$ cat src/rtl/da_fir_pkg.sv
package da_fir_pkg;

    // Fixed width of the flat coefficient parameter (upper bits unused).
    localparam int COEF_VEC_BITS = 2048;

    typedef enum logic {
        ST_IDLE = 1'b0,
        ST_RUN  = 1'b1
    } run_state_e;

    typedef struct packed {
        logic clear;   // restart the accumulator for a new sample
        logic step;    // fold one bit position into the sum
        logic msb;     // current bit carries negative weight
    } acc_ctrl_t;

    // Signed value of coefficient idx, cw bits wide, from the flat vector.
    function automatic int coef_value(logic [COEF_VEC_BITS-1:0] flat, int idx, int cw);
        int v;
        v = 0;
        for (int b = 0; b < cw; b++) begin
            if (flat[idx*cw + b]) v = v + (1 << b);
        end
        if (flat[idx*cw + cw - 1]) v = v - (1 << cw);
        return v;
    endfunction

    // Default coefficient set: a deterministic spread of signed values.
    function automatic logic [COEF_VEC_BITS-1:0] spread_coefs(int ntaps, int cw);
        logic [COEF_VEC_BITS-1:0] v;
        int c;
        v = '0;
        for (int k = 0; k < ntaps; k++) begin
            c = ((k * 29 + 7) % (1 << (cw - 1))) - (1 << (cw - 2));
            for (int b = 0; b < cw; b++) begin
                if (k*cw + b < COEF_VEC_BITS) v[k*cw + b] = c[b];
            end
        end
        return v;
    endfunction

endpackage

$ cat src/rtl/da_tapline.sv
module da_tapline #(
    parameter int NTAPS = 32,
    parameter int DW    = 8
) (
    input  logic                       clk,
    input  logic                       rst,
    input  logic                       shift,
    input  logic [DW-1:0]              din,
    output logic [NTAPS-1:0][DW-1:0]   taps
);

    always_ff @(posedge clk) begin
        if (rst) begin
            taps[0] <= '0;
        end else if (shift) begin
            taps[0] <= din;
        end
    end

    for (genvar k = 1; k < NTAPS; k++) begin : g_stage
        always_ff @(posedge clk) begin
            if (rst) begin
                taps[k] <= '0;
            end else if (shift) begin
                taps[k] <= taps[k-1];
            end
        end
    end

endmodule

$ cat src/rtl/da_group_lut.sv
module da_group_lut
    import da_fir_pkg::*;
#(
    parameter int GRP  = 4,
    parameter int CW   = 8,
    parameter int GIDX = 0,
    parameter logic [COEF_VEC_BITS-1:0] COEFS = '0,
    parameter int GW   = CW + $clog2(GRP)
) (
    input  logic [GRP-1:0]        addr,
    output logic signed [GW-1:0]  val
);

    localparam int NENT = 1 << GRP;

    // Sum of the group's coefficients selected by the set bits of e.
    function automatic int entry_sum(int e);
        int s;
        s = 0;
        for (int i = 0; i < GRP; i++) begin
            if (((e >> i) & 1) == 1) s = s + coef_value(COEFS, GIDX*GRP + i, CW);
        end
        return s;
    endfunction

    logic signed [GW-1:0] tbl [NENT];

    for (genvar e = 0; e < NENT; e++) begin : g_ent
        localparam int SUM = entry_sum(e);
        assign tbl[e] = GW'(SUM);
    end

    assign val = tbl[addr];

endmodule

$ cat src/rtl/da_shift_acc.sv
module da_shift_acc
    import da_fir_pkg::*;
#(
    parameter int PW    = 13,
    parameter int OUT_W = 21,
    parameter int CNTW  = 3
) (
    input  logic                     clk,
    input  logic                     rst,
    input  acc_ctrl_t                ctrl,
    input  logic [CNTW-1:0]          bit_idx,
    input  logic signed [PW-1:0]     partial,
    output logic signed [OUT_W-1:0]  acc_next
);

    logic signed [OUT_W-1:0] acc;
    logic signed [OUT_W-1:0] term;
    logic        [OUT_W:0]   wide;

    always_comb begin
        term = OUT_W'(partial) <<< bit_idx;
        if (ctrl.msb) begin
            wide = {acc[OUT_W-1], acc} - {term[OUT_W-1], term};
        end else begin
            wide = {acc[OUT_W-1], acc} + {term[OUT_W-1], term};
        end
        acc_next = wide[OUT_W-1:0];
    end

    always_ff @(posedge clk) begin
        if (rst || ctrl.clear) begin
            acc <= '0;
        end else if (ctrl.step) begin
            acc <= acc_next;
        end
    end

    // the extended sum never leaves the signed range of the output
    assert_no_overflow_R6: assert property (@(posedge clk) disable iff (rst)
        ctrl.step |-> (wide[OUT_W] == wide[OUT_W-1]));

endmodule

$ cat src/rtl/da_fir_filter.sv
module da_fir_filter
    import da_fir_pkg::*;
#(
    parameter int NTAPS = 32,
    parameter int DW    = 8,
    parameter int CW    = 8,
    parameter int GRP   = 4,
    parameter logic [COEF_VEC_BITS-1:0] COEFS = spread_coefs(NTAPS, CW),
    parameter int OUT_W = DW + CW + $clog2(NTAPS)
) (
    input  logic                     clk,
    input  logic                     rst,
    input  logic                     in_valid,
    input  logic [DW-1:0]            in_data,
    output logic                     busy,
    output logic                     out_valid,
    output logic signed [OUT_W-1:0]  out_data
);

    localparam int NGRP = NTAPS / GRP;
    localparam int GW   = CW + $clog2(GRP);
    localparam int PW   = CW + $clog2(NTAPS);
    localparam int CNTW = $clog2(DW);
    localparam logic [CNTW-1:0] LAST_BIT = CNTW'(DW - 1);

    run_state_e           state;
    logic [CNTW-1:0]      bit_idx;
    logic                 accept;
    acc_ctrl_t            ctrl;

    logic [NTAPS-1:0][DW-1:0] taps;
    logic [NTAPS-1:0]         tap_bits;
    logic signed [GW-1:0]     grp_val [NGRP];
    logic signed [PW-1:0]     partial;
    logic signed [OUT_W-1:0]  acc_next;

    assign busy   = (state == ST_RUN);
    assign accept = in_valid && !busy;

    assign ctrl.clear = accept;
    assign ctrl.step  = busy;
    assign ctrl.msb   = (bit_idx == LAST_BIT);

    da_tapline #(.NTAPS(NTAPS), .DW(DW)) u_taps (
        .clk   (clk),
        .rst   (rst),
        .shift (accept),
        .din   (in_data),
        .taps  (taps)
    );

    always_comb begin
        for (int k = 0; k < NTAPS; k++) begin
            tap_bits[k] = taps[k][bit_idx];
        end
    end

    for (genvar g = 0; g < NGRP; g++) begin : g_grp
        da_group_lut #(
            .GRP   (GRP),
            .CW    (CW),
            .GIDX  (g),
            .COEFS (COEFS),
            .GW    (GW)
        ) u_lut (
            .addr (tap_bits[g*GRP +: GRP]),
            .val  (grp_val[g])
        );
    end

    always_comb begin
        partial = '0;
        for (int g = 0; g < NGRP; g++) begin
            partial = partial + PW'(grp_val[g]);
        end
    end

    da_shift_acc #(.PW(PW), .OUT_W(OUT_W), .CNTW(CNTW)) u_acc (
        .clk      (clk),
        .rst      (rst),
        .ctrl     (ctrl),
        .bit_idx  (bit_idx),
        .partial  (partial),
        .acc_next (acc_next)
    );

    always_ff @(posedge clk) begin
        if (rst) begin
            state     <= ST_IDLE;
            bit_idx   <= '0;
            out_valid <= 1'b0;
            out_data  <= '0;
        end else begin
            out_valid <= 1'b0;
            if (accept) begin
                state   <= ST_RUN;
                bit_idx <= '0;
            end else if (busy) begin
                if (bit_idx == LAST_BIT) begin
                    state     <= ST_IDLE;
                    out_valid <= 1'b1;
                    out_data  <= acc_next;
                end else begin
                    bit_idx <= bit_idx + 1'b1;
                end
            end
        end
    end

    // the result strobe lasts a single cycle
    assert_pulse_once_R4: assert property (@(posedge clk) disable iff (rst)
        out_valid |=> !out_valid);

    // a result appears only as a busy period ends
    assert_done_after_run_R4: assert property (@(posedge clk) disable iff (rst)
        out_valid |-> ($past(busy) && !busy));

    // strobes offered while busy leave the delay line untouched
    assert_ignore_busy_R5: assert property (@(posedge clk) disable iff (rst)
        (busy && in_valid) |=> $stable(taps));

    // between results the output value does not move
    assert_hold_result_R7: assert property (@(posedge clk) disable iff (rst)
        !out_valid |-> $stable(out_data));

endmodule

$ cat config.mk
export PLATFORM = sky130hd
export DESIGN_NAME = da_fir_filter
export DESIGN_NICKNAME = d
export VERILOG_FILES = /design/src/rtl/da_fir_pkg.sv /design/src/rtl/da_tapline.sv /design/src/rtl/da_group_lut.sv /design/src/rtl/da_shift_acc.sv /design/src/rtl/da_fir_filter.sv
export SDC_FILE = /design/constraint.sdc
export NUM_CORES = 1
export LEC_CHECK = 0
export BUFFER_PORTS_ARGS = -buffer_cell sky130_fd_sc_hd__buf_2
export CORE_MARGIN = 2
export CORE_UTILIZATION = 50
export CTS_CLUSTER_SIZE = 14
export DETAILED_ROUTE_END_ITERATION = 8
export PLACE_DENSITY = 0.66
export SYNTH_ARGS = -nofsm -noshare
export SYNTH_HDL_FRONTEND = slang
export SYNTH_SLANG_ARGS = --single-unit
$ cat constraint.sdc
create_clock -name clk -period 25.6 [get_ports clk]
set_input_delay 3.84 -clock clk [delete_from_list [all_inputs] [get_ports clk]]
set_output_delay 3.84 -clock clk [all_outputs]
set_load 0.05 [all_outputs]
==> results.yml, run 1 <==
timing:
  setup_violations: 0
  slew_violations: 0
  slew_headroom_pct: 16.1
  tns_ns: 0
  fmaxAchievable_mhz: 94.7
  min_period_over_period_pct: 41.2
  hold_viol_final: 0
  fin_skew_ns: 0.0235
  finalWorstPathRequiredPeriod_ns: 10.56
  rsz0062_at_grt: "false"
  worstMarginPinSlew_ns: 1.22
  setup_ws_ns: 15.04
  whs_ns: 0.449
synth:
  synth-seq-cells: 303
  synthArstFlopShare_pct: 0
  netlist_instances: 2144
  syn_area_um2: 17600
  seq_area_frac_synth_pct: 34.4
  syn_avg_cell_area_um2: 8.23
  ys.flop_type: "dfxtp_1"
  synth_nets: 2298
  netlist-cell-type-count: 68
  synth-edff-count: 0
  ys_warn_count: 0
power_and_ir_drop:
  leakage_nw: 7.42
  intPower_mw: 0.816
  clockPowerShare_pct: 41.5
  powerDensity_nw_per_um2: 59.2
  p_seq_share_pct: 42.7
  irDropWorstVdd_mv: 0.0661
  netSwitchingFraction_pct: 27.5
  p_total_mw: 1.13
  p_switching_mw: 0.310
  combPwrFrac_pct: 15.8
floorplanning:
  initial_core_util_pct: 50.9
  fp.dieH_um: 192
  core_area_um2: 34600
  ios: 34
  die_area_um2: 36800
  rows: 68
  fp.dieW_um: 192
drt:
  first_iter_violations: 1072
  routed_via_density: 5.59
  drc: 0
  vias: 14300
  drt-wirelength-per-cell_um: 15.5
  routed_wl_um: 39600
  first_pass_iters: 5
  ant_nets: 0
worst_hold_path:
  min_to: "out_data[8]"
  whs_path_depth: 2
  hold_start: "out_data[8]"
  hold_class: "register to register"
cts:
  cts-root-buf: "clkbuf_16"
  cts_buffers: 34
  clock_latency_ns: 0.53
  cts_tree: "built"
  cts_resized: 0
  cts_setup_buffers: 0
  cts.clk_slew.worst_paths_ns: 0.06
  clkSinkCount: 303
  cts_hold_buf: 0
  htree_levels: 2
  cts_buffer_depth: 3
run:
  drv_cap: 0
place:
  dp_hpwl_um: 26400
  preCtsSetupSlack_ns: 15.10
  gp_congestion: 0.890
  port_buffers: 33
  dpl.cell_count: 2504
setup_path:
  timing.rr.end: "u_acc.acc[20]"
  crit_arrival_ns: 11.02
  r2r-start: "bit_idx[1]"
  rrSetupSlack_ns: 15.04
  worstPathMaxFanout: 45
  cp.required_ns: 26.07
  r2r_cells: 34
  critPathLaunch: "bit_idx[1]"
  critPathLaunchType: "register"
  path_class: "register to register"
  slowest_stage: "mux2i_1"
  slowest_delay_ns: 0.96
  crit_path_end_kind: "register"
global_routing:
  grt_pass1_vias: 13300
  grt_max_degree: 230
  grt_usage_pct: 21.8
  grt_pass1_wl_um: 66400
  grt.overflow.total: 0
  antenna_found_initial: 0
final_layout:
  syn_to_final_growth_pct: 7.90
  layout_common_cells: "nand2_1 (632), a21oi_1 (323), dfxtp_1 (301)"
  layout_commonest_cell: "nand2_1"
  drive_above_1_share_pct: 8.83
  antenna_cells: 0
  fin_nets: 2239
  final_cells: 2562
run_status:
  run_status: "finished, final reports clean"
-- cells by family after synthesis --
group	Yosys count	share of synthesized area, %
and+or+nand+nor	804	18.4
AOI/OAI and AO/OA	477	15.3
DFF	303	34.4
buffers and inverters	245	5.31
adders and majority gates	144	12.5
muxes	128	12.0
xor gates and xnor gates	43	2.14
-- routing by layer --
metal,GRT usage (%),vias up,wire length (um)
met5,0,-,0
met4,6.36,0,889
met3,2.72,66,1590
met2,34.8,283,18200
met1,31.0,6840,18900
li1,-,7130,-
-- final cells by class --
class                           count  area [um^2]
Clock buffer                       49          967
Sequential cell                   303         6070
Inverter                          105          394
Fill cell                        3215        15600
Timing Repair Buffer               45          277
Multi-Input combinational cell   1596        10700
Clock inverter                      9         98.8
Tap cell                          455          569
-- synthesized netlist by cell type, types with 3 or more instances --
cell type | count | area share, %
a2111oi_0 | 3 | 0.15
a211o_1 | 5 | 0.25
a211oi_1 | 17 | 0.72
a21boi_0 | 4 | 0.17
a21o_1 | 15 | 0.64
a21oi_1 | 323 | 9.2
a31oi_1 | 9 | 0.32
and2_1 | 12 | 0.43
and3_1 | 8 | 0.28
buf_1 | 12 | 0.26
buf_2 | 13 | 0.37
clkbuf_1 | 115 | 2.4
dfxtp_1 | 303 | 34
fa_1 | 53 | 6.0
ha_1 | 90 | 6.4
inv_1 | 103 | 2.2
mux2_2 | 5 | 0.32
mux2i_1 | 56 | 3.2
mux4_2 | 66 | 8.4
nand2_1 | 632 | 13
nand2b_1 | 8 | 0.28
nand3_1 | 12 | 0.34
nand3b_1 | 3 | 0.13
nor2_1 | 86 | 1.8
nor2b_1 | 7 | 0.25
nor3_1 | 8 | 0.23
o211ai_1 | 9 | 0.38
o21a_1 | 6 | 0.26
o21ai_0 | 44 | 1.2
o21ai_1 | 4 | 0.11
o21bai_1 | 5 | 0.21
o221ai_1 | 3 | 0.15
o22ai_1 | 3 | 0.11
o31ai_1 | 8 | 0.34
or2_2 | 4 | 0.14
or3_1 | 8 | 0.28
or4_1 | 5 | 0.21
xnor2_1 | 25 | 1.2
xor2_1 | 18 | 0.89
-- worst max-delay path, delay by kind of cell (launching register included) --
| family | cells | cell delay [ns] |
|---|---|---|
| buffers and inverters | 5 | 0.89 |
| DFF | 1 | 0.73 |
| adders and majority gates | 6 | 2.93 |
| AOI/OAI and AO/OA | 10 | 1.96 |
| xor gates and xnor gates | 1 | 0.19 |
| and+or+nand+nor | 7 | 1.36 |
| muxes | 5 | 2.41 |
-- sequential cells by signal, summed over array words and instances, names as in the netlist --
| register | cells |
|---|---|
| bit_idx | 3 |
| busy | 1 |
| out_data | 21 |
| out_valid | 1 |
| u_acc.acc | 21 |
| u_taps.taps | 256 |
-- how the worst max path moves through the flow --
stage                    endpoint  depth (start not counted)
floorplan           u_acc.acc[20]                         39
global placement    u_acc.acc[20]                         31
detailed placement  u_acc.acc[20]                         33
CTS                 u_acc.acc[20]                         33
global route        u_acc.acc[20]                         34
finish              u_acc.acc[20]                         34
-- power by group through the flow --
| stage | sequential [mW] | combinational [mW] | clock [mW] |
|---|---|---|---|
| 3_5_place_dp | 0.491 | 0.176 | 0 |
| 5_1_grt | 0.481 | 0.199 | 0.496 |
| 3_3_place_gp | 0.491 | 0.175 | 0 |
| 2_1_floorplan | 0.489 | 0.145 | 0 |
| 4_1_cts | 0.481 | 0.177 | 0.477 |
| 6_report | 0.481 | 0.178 | 0.468 |
-- per-stage QoR --
| step | util, % | cell area [um^2] |
|---|---|---|
| 3_3_place_gp | 51.9 | 18000 |
| 5_1_grt | 55.0 | 19000 |
| 6_report | 55.0 | 19000 |
| 2_1_floorplan | - | 17600 |
| 3_5_place_dp | 51.9 | 18000 |
| 4_1_cts | 55.0 | 19000 |
Power figures use the tool's default switching activity.
==> inputs of run 2 (changes only) <==
- ABC_AREA: unset -> 1
- clock period: 25.6 -> 9.8 ns (I/O delays scaled with it)
==> results.yml, run 2 <==
final_layout:
  top_regs: "u_taps.taps (256), out_data (21), u_acc.acc (21)"
  fin_nets: 2714
  postLayoutCoreUtil_pct: 54.7
  largest_register: "u_taps.taps"
  layout_commonest_cell: "nor2_1"
  antenna_cells: 0
  fill_cells: 3532
  largest_reg_flops: 256
  drive_above_1_share_pct: 5.39
  final_cells: 3042
  syn_to_final_growth_pct: 8.12
  layout_common_cells: "nor2_1 (737), o21ai_0 (465), dfxtp_1 (301)"
drt:
  ant_nets: 0
  routed_wl_um: 46000
  drc: 0
  drt-wirelength-per-cell_um: 15.1
  first_pass_iters: 6
  vias: 16500
  routed_via_density: 5.42
  first_iter_violations: 1141
setup_path:
  cp.required_ns: 10.25
  crit_arrival_ns: 9.41
  crit_cells: 42
  slowest_stage: "dfxtp_4"
  crit_path_end_kind: "register"
  r2r_cells: 42
  path_delay_family: "adder cells"
  crit_buf_inv: 7
  worstPathMaxFanout: 29
  slowest_delay_ns: 0.56
  path_class: "register to register"
  critPathLaunchType: "register"
timing:
  slew_violations: 0
  fmaxAchievable_mhz: 112
  fin_skew_ns: 0.0322
  setup_ws_ns: 0.847
  worstMarginPinSlew_ns: 0.996
  finalWorstPathRequiredPeriod_ns: 8.95
  slew_headroom_pct: 33.6
  hold_viol_final: 0
  tns_ns: 0
  rsz0062_at_grt: "false"
  min_period_over_period_pct: 91.4
  setup_violations: 0
synth:
  synth-simple-area-share_pct: 24.3
  synthAdderAreaFrac_pct: 12.2
  seq_area_frac_synth_pct: 33.9
  synthTopCellsByCount: "nor2_1 (737), o21ai_0 (473), dfxtp_1 (303)"
  netlist_instances: 2623
  synth.most_common_cell: "nor2_1"
  ys.flop_type: "dfxtp_1"
  synthArstFlopShare_pct: 0
  yosysTopAreaCellShare_pct: 33.9
  netlist-cell-type-count: 49
  synth-compound-area-share_pct: 19.2
  ys_warn_count: 0
  synth-seq-cells: 303
  syn_avg_cell_area_um2: 6.83
  synth_top_family_by_area: "simple AND/OR/NAND/NOR gates"
  synthMuxAreaShare_pct: 0
  yosysTopAreaCell: "dfxtp_1"
  synth_nets: 2777
  syn_area_um2: 17900
  synthXorXnorAreaFrac_pct: 1.66
  synth-edff-count: 0
  synthTopCellsByArea: "dfxtp_1 (34%), nor2_1 (15%), o21ai_0 (13%), ha_1 (6.3%), fa_1 (5.9%)"
place:
  port_buffers: 33
  preCtsSetupSlack_ns: 0.793
  gp_congestion: 0.928
  dp_hpwl_um: 31300
  dpl.cell_count: 2984
global_routing:
  grt.overflow.total: 0
  grt_usage_pct: 24.6
  grt_pass1_vias: 15600
  grt_max_degree: 157
  antenna_found_initial: 0
  grt_pass1_wl_um: 77100
floorplanning:
  rows: 69
  fp.dieH_um: 193
  initial_core_util_pct: 50.6
  ios: 34
  core_area_um2: 35400
  die_area_um2: 37300
  fp.dieW_um: 193
cts:
  cts_buffer_depth: 3
  cts_buffers: 35
  cts_setup_buffers: 0
  htree_levels: 2
  clkSinkCount: 303
  cts.clk_slew.worst_paths_ns: 0.06
  cts_tree: "built"
  cts-root-buf: "clkbuf_16"
  clock_latency_ns: 0.56
worst_hold_path:
  whs_path_depth: 2
  hold_class: "register to register"
run:
  drv_cap: 0
run_status:
  run_status: "finished, final reports clean"
[run 2: cell count changes in the layout (fill, tap and decap cells not counted), moves of 48 or more]
cell	change
a21oi_1	-265
o21ai_0	+421
nand3_1	+84
nand2_1	-392
nor2_1	+651
mux4_2	-66
inv_1	+126
o22ai_1	+48
mux2i_1	-56
[run 2: per-stage QoR]
| stage | area [um^2] | hold WS (ns) |
|---|---|---|
| finish | 19400 | 0.474 |
| global route | 19400 | 0.502 |
| CTS | 19400 | 0.474 |
| detailed placement | 18200 | 0.463 |
| global placement | 18200 | 0.467 |
| floorplan | 17900 | 0.453 |
[run 2: logic make-up (layout without fill, tap and decap cells)]
logic type / Yosys count / in the layout
compound gates: 641 / 641
xor+xnor: 34 / 34
fa+ha+maj: 143 / 143
buf+inv: 398 / 356
flops: 303 / 303
simple gates: 1104 / 1104
[run 2: tightest hold or removal path: cells and delay by family (launching register included)]
family / cells / cell delay (ns)
flops: 1 / 0.31
simple gates: 2 / 0.12
[run 2: final timing paths]
path          startpoint      endpoint  slack [ns]
max           bit_idx[0]  out_data[20]        0.85
min          out_data[1]   out_data[1]        0.47
max reg2reg   bit_idx[0]  out_data[20]        0.85
min reg2reg  out_data[1]   out_data[1]        0.47
[run 2: metal layers]
layer / track usage, % / share of wire (%) / vias up
met5: 0 / 0 / -
met3: 3.28 / 4.0 / 83
met4: 9.81 / 3.4 / 0
met2: 42.9 / 48 / 315
li1: - / - / 8357
met1: 30.9 / 44 / 7734
[run 2: what timing repair did]
item / in CTS / in global routing
gates resized for setup: 0 / 8
hold endpoints to repair: 0 / 0
hold buffers: 0 / 0
endpoints found under the setup margin: 0 / 2
[run 2: area by class of cell]
| type | count | area (um^2) | share of cell area [%] |
|---|---|---|---|
| Multi-Input combinational cell | 1922 | 10300 | 53.1 |
| Sequential cell | 303 | 6070 | 31.4 |
| Clock buffer | 50 | 1000 | 5.18 |
| Inverter | 239 | 915 | 4.72 |
| Tap cell | 461 | 577 | 2.98 |
| Timing Repair Buffer | 59 | 398 | 2.05 |
| Clock inverter | 8 | 115 | 0.595 |
Power of run 2 is left out: the tool's default activity adds up to more than one toggle a clock period on the data nets, which glitch-free logic cannot reach.
